<file path="config.mk">
export PLATFORM = sky130hd
export DESIGN_NAME = gpio_irq_bank
export DESIGN_NICKNAME = d
export VERILOG_FILES = /design/src/rtl/gpio_irq_pkg.sv /design/src/rtl/gpio_irq_ctrl.sv /design/src/rtl/gpio_irq_dp.sv /design/src/rtl/gpio_irq_bank.sv
export SDC_FILE = /design/constraint.sdc
export NUM_CORES = 1
export LEC_CHECK = 0
export ABC_CLOCK_PERIOD_IN_PS = 1500
export BUFFER_PORTS_ARGS = -buffer_cell sky130_fd_sc_hd__clkbuf_2
export CAP_MARGIN = 25
export CORE_MARGIN = 2
export CORE_UTILIZATION = 60
export CTS_BUF_LIST = sky130_fd_sc_hd__clkbuf_8
export CTS_CLUSTER_DIAMETER = 100
export DETAILED_ROUTE_END_ITERATION = 6
export PLACE_DENSITY = 0.9
export SLEW_MARGIN = 0
export SYNTH_ARGS = -nofsm -noshare
export SYNTH_HDL_FRONTEND = slang
export SYNTH_HIERARCHICAL = 1
export SYNTH_SLANG_ARGS = --single-unit
</file>
<file path="constraint.sdc">
create_clock -name clk -period 1.5 [get_ports clk]
set_input_delay 0.075 -clock clk [delete_from_list [all_inputs] [get_ports clk]]
set_output_delay 0.075 -clock clk [all_outputs]
set_load 0.02 [all_outputs]
</file>
<file path="src/rtl/gpio_irq_pkg.sv">
package gpio_irq_pkg;
  localparam int REG_IDX_W = 3;

  typedef enum logic [REG_IDX_W-1:0] {
    IDX_OUT   = 3'd0,
    IDX_DIR   = 3'd1,
    IDX_BLINK = 3'd2,
    IDX_POL   = 3'd3,
    IDX_DIN   = 3'd4,
    IDX_CAUSE = 3'd5,
    IDX_EMASK = 3'd6,
    IDX_LMASK = 3'd7
  } regIdx_t;

  typedef struct packed {
    logic    wrOut;
    logic    wrDir;
    logic    wrBlink;
    logic    wrPol;
    logic    wrCause;
    logic    wrEdgeMask;
    logic    wrLevelMask;
    regIdx_t rdSel;
  } ctrlStrobe_t;
endpackage

</file>
<file path="src/rtl/gpio_irq_ctrl.sv">
module gpio_irq_ctrl
  import gpio_irq_pkg::*;
(
  input  logic                 clk,
  input  logic                 rstN,
  input  logic [REG_IDX_W-1:0] busIdx,
  input  logic                 busWe,
  output ctrlStrobe_t          strobe
);
  always_comb begin
    strobe       = '0;
    strobe.rdSel = regIdx_t'(busIdx);
    if (busWe) begin
      case (regIdx_t'(busIdx))
        IDX_OUT:   strobe.wrOut       = 1'b1;
        IDX_DIR:   strobe.wrDir       = 1'b1;
        IDX_BLINK: strobe.wrBlink     = 1'b1;
        IDX_POL:   strobe.wrPol       = 1'b1;
        IDX_CAUSE: strobe.wrCause     = 1'b1;
        IDX_EMASK: strobe.wrEdgeMask  = 1'b1;
        IDX_LMASK: strobe.wrLevelMask = 1'b1;
        default:   ;
      endcase
    end
  end


  single_write_chk: assert property (@(posedge clk) disable iff (!rstN)
    $onehot0({strobe.wrOut, strobe.wrDir, strobe.wrBlink, strobe.wrPol,
              strobe.wrCause, strobe.wrEdgeMask, strobe.wrLevelMask}));


  din_write_ignored_chk: assert property (@(posedge clk) disable iff (!rstN)
    (busIdx == IDX_DIN) |-> !(strobe.wrOut | strobe.wrDir | strobe.wrBlink | strobe.wrPol |
                              strobe.wrCause | strobe.wrEdgeMask | strobe.wrLevelMask));
endmodule

</file>
<file path="src/rtl/gpio_irq_dp.sv">
module gpio_irq_dp
  import gpio_irq_pkg::*;
#(
  parameter int LINES      = 32,
  parameter int GROUP      = 8,
  parameter int BLINK_LOG2 = 3,
  localparam int GROUPS    = LINES / GROUP
) (
  input  logic              clk,
  input  logic              rstN,
  input  ctrlStrobe_t       strobe,
  input  logic [LINES-1:0]  wdata,
  input  logic [LINES-1:0]  pinIn,
  output logic [LINES-1:0]  rdata,
  output logic [LINES-1:0]  pinOut,
  output logic [LINES-1:0]  pinOe,
  output logic [GROUPS-1:0] irqGroup
);
  logic [LINES-1:0] outVal, dirCfg, blinkEn, inPol, edgeMask, levelMask, edgeCause;
  logic [LINES-1:0] syncA, syncB, prevAdj, dataIn, rise, lineCause, drive;
  logic [BLINK_LOG2:0] blinkCnt;
  logic blinkPhase;

  assign dataIn     = syncB ^ inPol;
  assign rise       = dataIn & ~prevAdj;
  assign blinkPhase = blinkCnt[BLINK_LOG2];

  always_ff @(posedge clk or negedge rstN) begin
    if (!rstN) begin
      outVal    <= '0;
      dirCfg    <= '1;
      blinkEn   <= '0;
      inPol     <= '0;
      edgeMask  <= '0;
      levelMask <= '0;
      edgeCause <= '0;
      syncA     <= '0;
      syncB     <= '0;
      prevAdj   <= '0;
      blinkCnt  <= '0;
    end else begin
      syncA    <= pinIn;
      syncB    <= syncA;
      prevAdj  <= dataIn;
      blinkCnt <= blinkCnt + 1'b1;
      if (strobe.wrOut)       outVal    <= wdata;
      if (strobe.wrDir)       dirCfg    <= wdata;
      if (strobe.wrBlink)     blinkEn   <= wdata;
      if (strobe.wrPol)       inPol     <= wdata;
      if (strobe.wrEdgeMask)  edgeMask  <= wdata;
      if (strobe.wrLevelMask) levelMask <= wdata;
      // new edges are ORed after the clear so that an edge wins
      edgeCause <= (strobe.wrCause ? (edgeCause & wdata) : edgeCause) | rise;
    end
  end

  assign drive  = outVal & ~(blinkEn & {LINES{~blinkPhase}});
  assign pinOe  = ~dirCfg;
  assign pinOut = drive & ~dirCfg;

  assign lineCause = (dataIn & levelMask) | (edgeCause & edgeMask);

  for (genvar g = 0; g < GROUPS; g++) begin : g_grp
    assign irqGroup[g] = |lineCause[g*GROUP +: GROUP];
  end

  always_comb begin
    case (strobe.rdSel)
      IDX_OUT:   rdata = outVal;
      IDX_DIR:   rdata = dirCfg;
      IDX_BLINK: rdata = blinkEn;
      IDX_POL:   rdata = inPol;
      IDX_DIN:   rdata = dataIn;
      IDX_CAUSE: rdata = edgeCause;
      IDX_EMASK: rdata = edgeMask;
      default:   rdata = levelMask;
    endcase
  end


  cause_hold_chk: assert property (@(posedge clk) disable iff (!rstN)
    !strobe.wrCause |=> ((edgeCause & $past(edgeCause)) == $past(edgeCause)));


  edge_wins_chk: assert property (@(posedge clk) disable iff (!rstN)
    (|rise) |=> ((edgeCause & $past(rise)) == $past(rise)));


  masked_quiet_chk: assert property (@(posedge clk) disable iff (!rstN)
    (edgeMask == '0 && levelMask == '0) |-> (irqGroup == '0));


  out_follow_chk: assert property (@(posedge clk) disable iff (!rstN)
    (((pinOut ^ outVal) & pinOe & ~blinkEn) == '0));
endmodule

</file>
<file path="src/rtl/gpio_irq_bank.sv">
module gpio_irq_bank
  import gpio_irq_pkg::*;
#(
  parameter int LINES      = 32,
  parameter int GROUP      = 8,
  parameter int BLINK_LOG2 = 3,
  localparam int GROUPS    = LINES / GROUP
) (
  input  logic                 clk,
  input  logic                 rstN,
  input  logic [REG_IDX_W-1:0] busIdx,
  input  logic                 busWe,
  input  logic [LINES-1:0]     busWdata,
  output logic [LINES-1:0]     busRdata,
  input  logic [LINES-1:0]     pinIn,
  output logic [LINES-1:0]     pinOut,
  output logic [LINES-1:0]     pinOe,
  output logic [GROUPS-1:0]    irqGroup
);
  ctrlStrobe_t strobe;

  gpio_irq_ctrl u_ctrl (
    .clk(clk), .rstN(rstN), .busIdx(busIdx), .busWe(busWe), .strobe(strobe)
  );

  gpio_irq_dp #(.LINES(LINES), .GROUP(GROUP), .BLINK_LOG2(BLINK_LOG2)) u_dp (
    .clk(clk), .rstN(rstN), .strobe(strobe), .wdata(busWdata), .pinIn(pinIn),
    .rdata(busRdata), .pinOut(pinOut), .pinOe(pinOe), .irqGroup(irqGroup)
  );
endmodule

</file>
==> run metrics <==
Port Buf Inserts 169; Final Cycle Share 1.76; area grow syn2layout 42.0%; Synth area leader dfrtp_1; CTS clk-pin slew, worst paths 70 ps; total wire length 68800 um; synth top area cells dfrtp_1 (51%), mux2_2 (13%), dfstp_2 (5.8%); Die Y 159 um; Syn Inst Count 1220; status finished with violations; io pins 170; cell area after synthesis 0.0144 mm2; Post-Synth Simple-Gate Area 0.0764; Core Area 0.0235 mm2; Remaining DRCs 87; Highest Clock Rate 379 MHz; Slew HR 0.241; CTS tree built; H-Tree Depth 2; CP Launch Type flop; max incr delay on CP 810 ps; final hold vios 0; Critical R2R Launch u_dp/syncB[26]; Max VDD drop 1.05 mV; initial antenna violation count 7; Synth Area per Inst 11.8 um2; Synth Area in Adders 0.000869; number of flops mapped to enable cells by yosys 0; WP data arrival 2560 ps; Clock Sinks 324; commonest non-fill, non-tap cell in the layout dfrtp_1; Primary FF master, synth dfrtp_1; cts bufs inserted 52; # fillers 854; post-synthesis mux area share 0.150; PwrDens 1450 mW/mm2; Leak 9.02 nW; fin crit period 2640 ps; Max FO, Critical Path 3; hold_sp pinIn[8]; element type at the critical path end output pin; Slew Limit Fails 0; Initial Utilization 0.611; Synth top area share 0.508; R2R depth 3; vias in the first global route 14.7k; violated checks design-rule violations, negative setup slack; sum of buffers and inverters on the critical path 2; Worst path slowest cell o32ai_1; Setup WS pre-CTS -97.7 ps; Slew @ Worst Pin 1130 ps; die span in x 159 um; Clock Path Buffers 3; final net count 1664; Antenna Violating Nets Remaining 0; library cells used by synthesis 47; via/cell ratio 7.54; Util after Layout 0.868; Cell Rows 56; drt first pass iters 7; Yosys reg bits 324; layout cell share with drive strength beyond 1 0.493; CP cell instances inv_1 -> o32ai_1 -> a221oi_2 -> a31oi_2 -> buf_2; post-DP HPWL 27500 um; Setup Crit Path Kind flop to output pin; die area 0.0252 mm2; routed vias 14.7k; maximum number of pins on one net before global-route repair 53; grt total ovfl 0; post-route insts no fill 1954; first-pass GRT wire length 90600 um; worst hold stages 2; async set-reset flop share out of synthesis 1.00; area of the multi-input gates 0.00670 mm2; largest family of logic cells by synthesized area multiplexers; Worst Path Required 1420 ps; YS warnings 6; hold path endpoint u_dp/syncA[8]; Root Driver clkbuf_8; clk_lat worst skew 670 ps; CP top delay family compound AO/OA/AOI/OAI gates; Reg area 0.00817 mm2; drt initial violations 2743; routability congestion estimate 0.982; syn nets 1291; Worst path depth 5; Max Cap Viol 0; class of the worst hold path input pin to flop; unrepaired setup endpoints after global routing yes; DP Cell Count 1732; overall routing resource usage 0.475; Final Worst Setup Slack -1140 ps; post-synthesis sequential area ratio 0.566; worst flop-to-flop path endpoint u_dp/edgeCause[26]; Synth Area in Compound Gates 0.141; most frequent cells in the layout dfrtp_1 (274), mux2_2 (160), o21ai_0 (128); FF-to-FF setup slack -510 ps; Worst Skew 31.5 ps; wire per inst 35.2 um; count of final setup violators 90; Synth Area in XOR/XNOR 0.0207
## worst max-delay path by stage
stage / start / to / slack, ps
5_1_grt: u_dp/blinkEn[18] / busRdata[18] / -1150
4_1_cts: u_dp/edgeCause[29] / irqGroup[3] / -600
6_report: u_dp/edgeCause[18] / busRdata[18] / -1140
3_5_place_dp: u_dp/syncB[6] / irqGroup[0] / -100
3_3_place_gp: busIdx[0] / busRdata[18] / -100
2_1_floorplan: busIdx[0] / busRdata[11] / 10
## worst reg2reg max path: stages (launching register included)
cell and delay (ps):
dfrtp_1 520, xor2_1 400, inv_1 170, o21ai_0 740
## synthesized netlist by cell type (11+ instances only)
library cell / n
a2bb2oi_1: 19
dfrtp_1: 292
clkbuf_1: 38
mux2_2: 160
nor2_1: 67
a221oi_1: 37
nand2b_1: 38
buf_1: 12
a22oi_1: 11
o21ai_1: 12
xor2_1: 32
mux2i_1: 36
and3_1: 35
buf_2: 13
a22o_1: 16
o21ai_0: 133
inv_1: 75
o22a_1: 19
dfstp_2: 32
nand2_1: 50
o2bb2ai_1: 24
## layout make-up
type,instances,area share
Timing Repair Buffer,395,0.185
Multi-Input combinational cell,745,0.328
Antenna cell,1,0.000122
Clock buffer,71,0.0478
Sequential cell,324,0.400
Tap cell,319,0.0195
Clock inverter,24,0.00612
Inverter,75,0.0139
## state kept, by name, summed over array words and instances (netlist names)
signal and cells:
u_dp/inPol 32, u_dp/levelMask 32, u_dp/syncB 32, u_dp/outVal 32
u_dp/syncA 32, u_dp/blinkCnt 4, u_dp/prevAdj 32, u_dp/dirCfg 32
u_dp/edgeMask 32, u_dp/blinkEn 32, u_dp/edgeCause 32
## stage by stage
stage / total power, mW / area, um2 / setup TNS (ps) / hold slack (ps)
4_1_cts: 26.8 / 19800 / -27420 / 111
3_5_place_dp: 17.3 / 16400 / -1450 / 3.03
5_1_grt: 30.1 / 20400 / -38060 / 56.5
2_1_floorplan: 14.9 / 14400 / 0 / -221
3_3_place_gp: 16.9 / 16400 / -407 / -2.91
6_report: 29.7 / 20400 / -37170 / 63.1
## report_power, final
part           internal [mW]  switching, mW  total (mW)  leakage, nW
combinational           4.08           4.78        8.87         4.67
clock                   4.37           4.08        8.45        0.642
sequential              10.5           1.94        12.4         3.70
total                   18.9           10.8        29.7         9.02
## repair_timing
item                       4_1_cts  5_1_grt
hold buffers                    67        0
setup buffers                   37       28
hold endpoints to repair       558        0
pin swaps                       80       60
resized for setup              258      190
setup endpoints to repair       68       97
gates cloned                     3        0
## logic make-up (layout without fill, tap and decap cells)
kind of cell,count (synthesis),after routing
flops,324,324
compound gates,300,300
simple gates,214,214
mux,196,196
buf+inv,151,565
xor+xnor,34,34
fa+ha+maj,1,1
other cells,0,1
## per-layer routing
metal / track usage / up-vias / wire length (um)
li1: - / 5100 / -
met1: 0.554 / 6788 / 20600
met2: 0.726 / 1975 / 28800
met3: 0.174 / 863 / 11000
met4: 0.343 / 10 / 8250
met5: 0 / - / 122
No activity file was read; power rests on OpenSTA's default activity.
